--- src/rtl/pib_pkg.sv ---
package pib_pkg;
  typedef enum logic [1:0] {
    ACC_NONE  = 2'd0,
    ACC_READ  = 2'd1,
    ACC_WRITE = 2'd2
  } acc_kind_t;
endpackage

--- src/rtl/pib_decode.sv ---
module pib_decode #(
  parameter int ADDR_W    = 9,
  parameter int CFG_BASE  = 4,
  parameter int NUM_WORDS = 8,
  localparam int WIDX_W   = (NUM_WORDS > 1) ? $clog2(NUM_WORDS) : 1,
  localparam int IDX_W    = ADDR_W - 2
) (
  input  logic [ADDR_W-1:0] addr,
  output logic              hit,
  output logic [WIDX_W-1:0] widx
);
  localparam int BASE_IDX = CFG_BASE / 4;

  logic [IDX_W-1:0] idx;
  logic [IDX_W-1:0] rel;
  logic             unused_bits;

  // Word index; the two byte-lane bits play no part (full-word transfers).
  assign idx = addr[ADDR_W-1:2];
  assign rel = idx - IDX_W'(BASE_IDX);
  assign hit = (int'(idx) >= BASE_IDX) && (int'(idx) < BASE_IDX + NUM_WORDS);
  assign widx = rel[WIDX_W-1:0];
  assign unused_bits = ^{addr[1:0], rel};
endmodule

--- src/rtl/pib_cfg_bank.sv ---
module pib_cfg_bank
  import pib_pkg::*;
#(
  parameter int DATA_W    = 32,
  parameter int NUM_WORDS = 8,
  localparam int WIDX_W   = (NUM_WORDS > 1) ? $clog2(NUM_WORDS) : 1,
  localparam int FLAT_W   = DATA_W * NUM_WORDS
) (
  input  logic              clk,
  input  logic              rst,
  input  acc_kind_t         kind,
  input  logic              hit,
  input  logic [WIDX_W-1:0] widx,
  input  logic [DATA_W-1:0] wdata,
  output logic              rsp_valid,
  output logic [DATA_W-1:0] rsp_rdata,
  output logic [FLAT_W-1:0] cfg_flat
);
  logic [DATA_W-1:0] words [NUM_WORDS];

  always_ff @(posedge clk) begin
    if (rst) begin
      for (int k = 0; k < NUM_WORDS; k++) words[k] <= '0;
    end else if (kind == ACC_WRITE && hit) begin
      words[widx] <= wdata;
    end
  end

  always_ff @(posedge clk) begin
    if (rst) begin
      rsp_valid <= 1'b0;
      rsp_rdata <= '0;
    end else begin
      rsp_valid <= (kind == ACC_READ);
      rsp_rdata <= (kind == ACC_READ && hit) ? words[widx] : '0;
    end
  end

  for (genvar g = 0; g < NUM_WORDS; g++) begin : g_flat
    assign cfg_flat[g*DATA_W +: DATA_W] = words[g];
  end

  AST_WRITE_LANDS: assert property (@(posedge clk) disable iff (rst)
    (kind == ACC_WRITE && hit) |=> (words[$past(widx)] == $past(wdata)));
  AST_READ_ONE_CYCLE: assert property (@(posedge clk) disable iff (rst)
    (kind == ACC_READ) |=> rsp_valid);
  AST_NO_STRAY_RSP: assert property (@(posedge clk) disable iff (rst)
    (kind != ACC_READ) |=> !rsp_valid);
  AST_HOLE_READS_ZERO: assert property (@(posedge clk) disable iff (rst)
    (kind == ACC_READ && !hit) |=> (rsp_rdata == '0));
  AST_HOLE_WRITE_IGNORED: assert property (@(posedge clk) disable iff (rst)
    (kind == ACC_WRITE && !hit) |=> $stable(cfg_flat));
endmodule

--- src/rtl/pib_invert.sv ---
module pib_invert #(
  parameter int NUM_LINES = 256,
  parameter bit REG_OUT   = 1'b0
) (
  input  logic                 clk,
  input  logic                 rst,
  input  logic [NUM_LINES-1:0] lines_in,
  input  logic [NUM_LINES-1:0] flip,
  output logic [NUM_LINES-1:0] lines_out
);
  if (REG_OUT) begin : g_reg
    always_ff @(posedge clk) begin
      if (rst) lines_out <= '0;
      else     lines_out <= lines_in ^ flip;
    end
  end else begin : g_comb
    logic unused_clk;
    assign unused_clk = clk ^ rst;
    assign lines_out = lines_in ^ flip;
  end
endmodule

--- src/rtl/irq_polarity_bank.sv ---
module irq_polarity_bank
  import pib_pkg::*;
#(
  parameter int NUM_LINES = 256,
  parameter int DATA_W    = 32,
  parameter int ADDR_W    = 9,
  parameter int CFG_BASE  = 4,
  parameter bit REG_OUT   = 1'b0,
  localparam int NUM_WORDS = NUM_LINES / DATA_W,
  localparam int WIDX_W    = (NUM_WORDS > 1) ? $clog2(NUM_WORDS) : 1
) (
  input  logic                 clk,
  input  logic                 rst,
  input  logic                 req_valid,
  output logic                 req_ready,
  input  logic                 req_write,
  input  logic [ADDR_W-1:0]    req_addr,
  input  logic [DATA_W-1:0]    req_wdata,
  output logic                 rsp_valid,
  output logic [DATA_W-1:0]    rsp_rdata,
  input  logic [NUM_LINES-1:0] irq_in,
  output logic [NUM_LINES-1:0] irq_out
);
  acc_kind_t         kind;
  logic              hit;
  logic [WIDX_W-1:0] widx;
  logic [NUM_LINES-1:0] cfg_flat;

  assign req_ready = 1'b1;
  assign kind = !req_valid ? ACC_NONE : (req_write ? ACC_WRITE : ACC_READ);

  pib_decode #(
    .ADDR_W(ADDR_W), .CFG_BASE(CFG_BASE), .NUM_WORDS(NUM_WORDS)
  ) u_decode (
    .addr(req_addr), .hit(hit), .widx(widx)
  );

  pib_cfg_bank #(
    .DATA_W(DATA_W), .NUM_WORDS(NUM_WORDS)
  ) u_cfg (
    .clk(clk), .rst(rst), .kind(kind), .hit(hit), .widx(widx),
    .wdata(req_wdata), .rsp_valid(rsp_valid), .rsp_rdata(rsp_rdata),
    .cfg_flat(cfg_flat)
  );

  pib_invert #(
    .NUM_LINES(NUM_LINES), .REG_OUT(REG_OUT)
  ) u_inv (
    .clk(clk), .rst(rst), .lines_in(irq_in), .flip(cfg_flat),
    .lines_out(irq_out)
  );
endmodule

--- config.mk ---
export PLATFORM = sky130hd
export DESIGN_NAME = irq_polarity_bank
export DESIGN_NICKNAME = d
export VERILOG_FILES = /design/src/rtl/pib_pkg.sv /design/src/rtl/pib_decode.sv /design/src/rtl/pib_cfg_bank.sv /design/src/rtl/pib_invert.sv /design/src/rtl/irq_polarity_bank.sv
export SDC_FILE = /design/constraint.sdc
export NUM_CORES = 1
export LEC_CHECK = 0
export BUFFER_PORTS_ARGS = -buffer_cell sky130_fd_sc_hd__buf_2
export CAP_MARGIN = 20
export CORE_AREA = 4 4 228 230
export CTS_BUF_LIST = sky130_fd_sc_hd__clkbuf_16
export CTS_CLUSTER_DIAMETER = 40
export DETAILED_ROUTE_END_ITERATION = 6
export DIE_AREA = 0 0 232 234
export GPL_TIMING_DRIVEN = 0
export PLACE_DENSITY = 0.57
export SYNTH_ARGS = -nofsm -noshare
export SYNTH_HDL_FRONTEND = slang
export SYNTH_SLANG_ARGS = --single-unit
--- constraint.sdc ---
create_clock -name clk -period 3.9 [get_ports clk]
set_input_delay 0.39 -clock clk [delete_from_list [all_inputs] [get_ports clk]]
set_output_delay 0.39 -clock clk [all_outputs]
set_load 0.05 [all_outputs]
==> results by group <==
Floorplan
  • Die Y: approximately 230 um
  • DIE AREA: 54300 um^2
  • # rows: 82
  • Die width: 232 um
  • Core Box Area: 49900 um^2
  • I/O pin cnt: about 590
  • Initial Util: 31.0%

Synthesis
  • Post-Syn Area per Cell: 12.3 um^2
  • Synth unique cells: 34
  • Gate Count Post-Synth: 1253
  • Ys Warns: 0
  • Seq/Total Area, Yosys: 54.0%
  • Number of synthesized register bits: around 290
  • Syn nets: 1556
  • Post-Syn Area: 15500 um^2

Power and ir drop
  • P_leak: between 9 and 10 nW
  • Cell internal pwr: 6.81 mW
  • Sw Share: about a third
  • Clk pwr share: 41.9%
  • Gate power share: 23.0%
  • Worst vdd ir: approximately 0.29 mV
  • Power density over the cells: between 400 and 500 nW/um^2
  • Sequential Power Share: 35.1%
  • Psw: 3.58 mW

Clock tree
  • H-tree lvl count: 2
  • CTS Buffer Depth: 3
  • Root Driver: clkbuf_16
  • Clock transition at path regs: roughly 0.050 ns
  • Clk_lat worst skew: about 0.6 ns
  • CTS tree: done
  • CTS Buf Count: 52
  • Sink Count: 289
  • Post-CTS Hold Fix Bufs: 0

Global routing
  • Total gr overflow: 0
  • Total track usage: around a quarter
  • Routing usage on met3: 4.47%
  • Global routing's busiest layer: met2
  • Initial antenna violation count: 10
  • Number of global-route vias before repair: about 14k
  • GRT met2 Usage: 41.1%
  • First-pass GRT wire length: approximately 94000 um
  • Largest net degree at the start of global routing: 25
  • Global Route met1 Usage: 30.8%

Route
  • Via Count: 13.2k
  • Initial DRC count: 1027
  • Via density: around 5.0
  • DRT Pass-1 Iters: 5
  • Drt drc: 0
  • Routed wire length per instance: 26.1 um
  • Post-DRT Antenna Nets: 0
  • Post-Route WL: 68500 um

STA
  • Setup violators final: 0
  • Max Fclk: 267 MHz
  • RSZ-0062 raised after global routing: false
  • Crit share post-route: 96.0%
  • Slew headroom: between 30 and 40%
  • Final Max Slew Viols: 0
  • Crit path time final: between 3 and 4 ns
  • Final setup skew: 0.0168 ns
  • Worst-Margin Slew: 0.995 ns
  • Hold WS: 0.0582 ns
  • Endpoints failing hold: 0

Setup path
  • WS Path Type: in -> reg
  • Length in cells of the worst reg-to-reg path: 3
  • CP endpoint kind: flop
  • Req. time, crit path: 4.18 ns
  • Setup crit start kind: input pin
  • Worst path arrival time: 4.03 ns
  • Worst Path Max Fanout: 19

Job
  • Maxcap violations: 0

Place
  • Port bufs: 586
  • DP HPWL: just over 50000 um
  • DP Cell Count: 2519
  • GP Congestion: 0.871

Layout
  • Layout cells sized above 1: 44.1%
  • Fin cells: 2621
  • Nets: 2203
  • Synth-to-Final Area Change: 36.8%

Hold path
  • Worst hold path type: in -> reg
  • Worst hold path depth: 2

Run status
  • Status: completed
-- Yosys cell counts, drive strengths merged --
cell,number,area [um^2]
xor2,257,2250
edfxtp,256,7690
and3,224,1400
mux2,124,1400
nand3,124,621
clkbuf,75,282
inv,35,131
dfxtp,33,661
nor3,33,310
a41oi,31,272
buf,24,138
nor2,8,32.5
a21o,5,37.5
a2111oi,3,45.0
a31o,3,26.3
a21oi,2,10.0
ha,2,25.0
mux4,2,45.0
nand2,2,7.51
or4,2,18.8
a2111o,1,11.3
conb,1,3.75
nand2b,1,6.26
nand3b,1,7.51
nand4b,1,8.76
o21bai,1,11.3
o31a,1,8.76
xnor2,1,8.76
-- sequential cells by signal, indices dropped and copies added, names as in the netlist --
register / count
u_cfg.rsp_rdata: 32
u_cfg.rsp_valid: 1
u_cfg.words: 256
-- cell usage in the layout (no fill, tap or decap), types with 29 or more instances in the layout --
cell	synthesis	final
buf_2	8	594
a41oi_1	31	31
nor3_2	29	29
dfxtp_1	33	33
edfxtp_1	256	256
inv_1	35	49
and3_1	224	224
clkbuf_1	75	75
nand3_1	124	124
mux2_2	124	124
xor2_1	257	257
clkbuf_16	0	52
-- final cells by class --
cell class                 instances  area, um^2
sequential                       289        8350
multi-input combinational        830        6580
tap                              672         841
inverter                          35         131
clock buffer                      52        1300
antenna                            5        12.5
fill                            4850       28700
clock inverter                    46         388
timing repair buffer             594        3130
buffer                            98         415
-- cell families after synthesis --
group           after synthesis  share of synthesized area, %
buf+inv                     134                          3.56
fa+ha+maj                     2                         0.162
mux                         126                          9.32
simple gates                396                          15.6
compound gates               47                          2.73
flops                       289                          54.0
xor+xnor                    258                          14.6
other cells                   1                        0.0243
-- repair_timing --
action | CTS | global route
setup endpoints to repair | 158 | 33
gates resized for setup | 0 | 2
setup buffers | 0 | 0
pin swaps | 0 | 0
-- power by group through the flow --
stage               Sequential (mW)  Combinational (mW)  Clock (mW)
floorplan                      3.65                1.56           0
CTS                            3.65                2.39        4.39
detailed placement             3.71                2.38           0
finish                         3.65                2.39        4.36
global route                   3.66                2.49        4.55
global placement               3.72                2.35           0
-- layer usage --
layer	share of wire, %	vias up
met1	41	6497
met2	49	720
met3	7.8	94
met4	2.4	4
met5	0.039	-
li1	-	5902
-- path summary, 6_finish.rpt --
path	from	endpoint	slack, ns
worst max-delay path	req_addr[2]	u_cfg.words[4][11]$_SDFFCE_PN0P_	0.16
worst min-delay path	rst	u_cfg.rsp_valid$_SDFF_PP0_	0.06
worst max register to register	u_cfg.words[4][29]$_SDFFCE_PN0P_	u_cfg.rsp_rdata[29]$_SDFF_PP0_	2.58
worst min register to register	u_cfg.words[1][23]$_SDFFCE_PN0P_	u_cfg.rsp_rdata[23]$_SDFF_PP0_	0.78
-- stage by stage --
stage	setup TNS, ns	cell area, um^2	setup slack [ns]	util, %	power (mW)
after floorplan	0	15500	0.405	-	5.20
after global placement	-385.49	19200	-1.84	38.6	6.06
after detailed placement	-225.04	19400	-1.17	39.0	6.09
after CTS	0	21100	0.0267	42.4	10.4
after global routing	0	21100	0.00818	42.4	10.7
final	0	21200	0.157	42.4	10.4
-- critical path, stage by stage --
cell	delay [ns]
buf_2	0.13
buf_2	0.59
inv_1	0.11
ha_1	0.42
inv_1	0.12
clkbuf_1	0.35
nor2_2	0.48
clkbuf_1	0.50
a21o_2	0.63
buf_16	0.25
(Power assumes the default switching activity.)
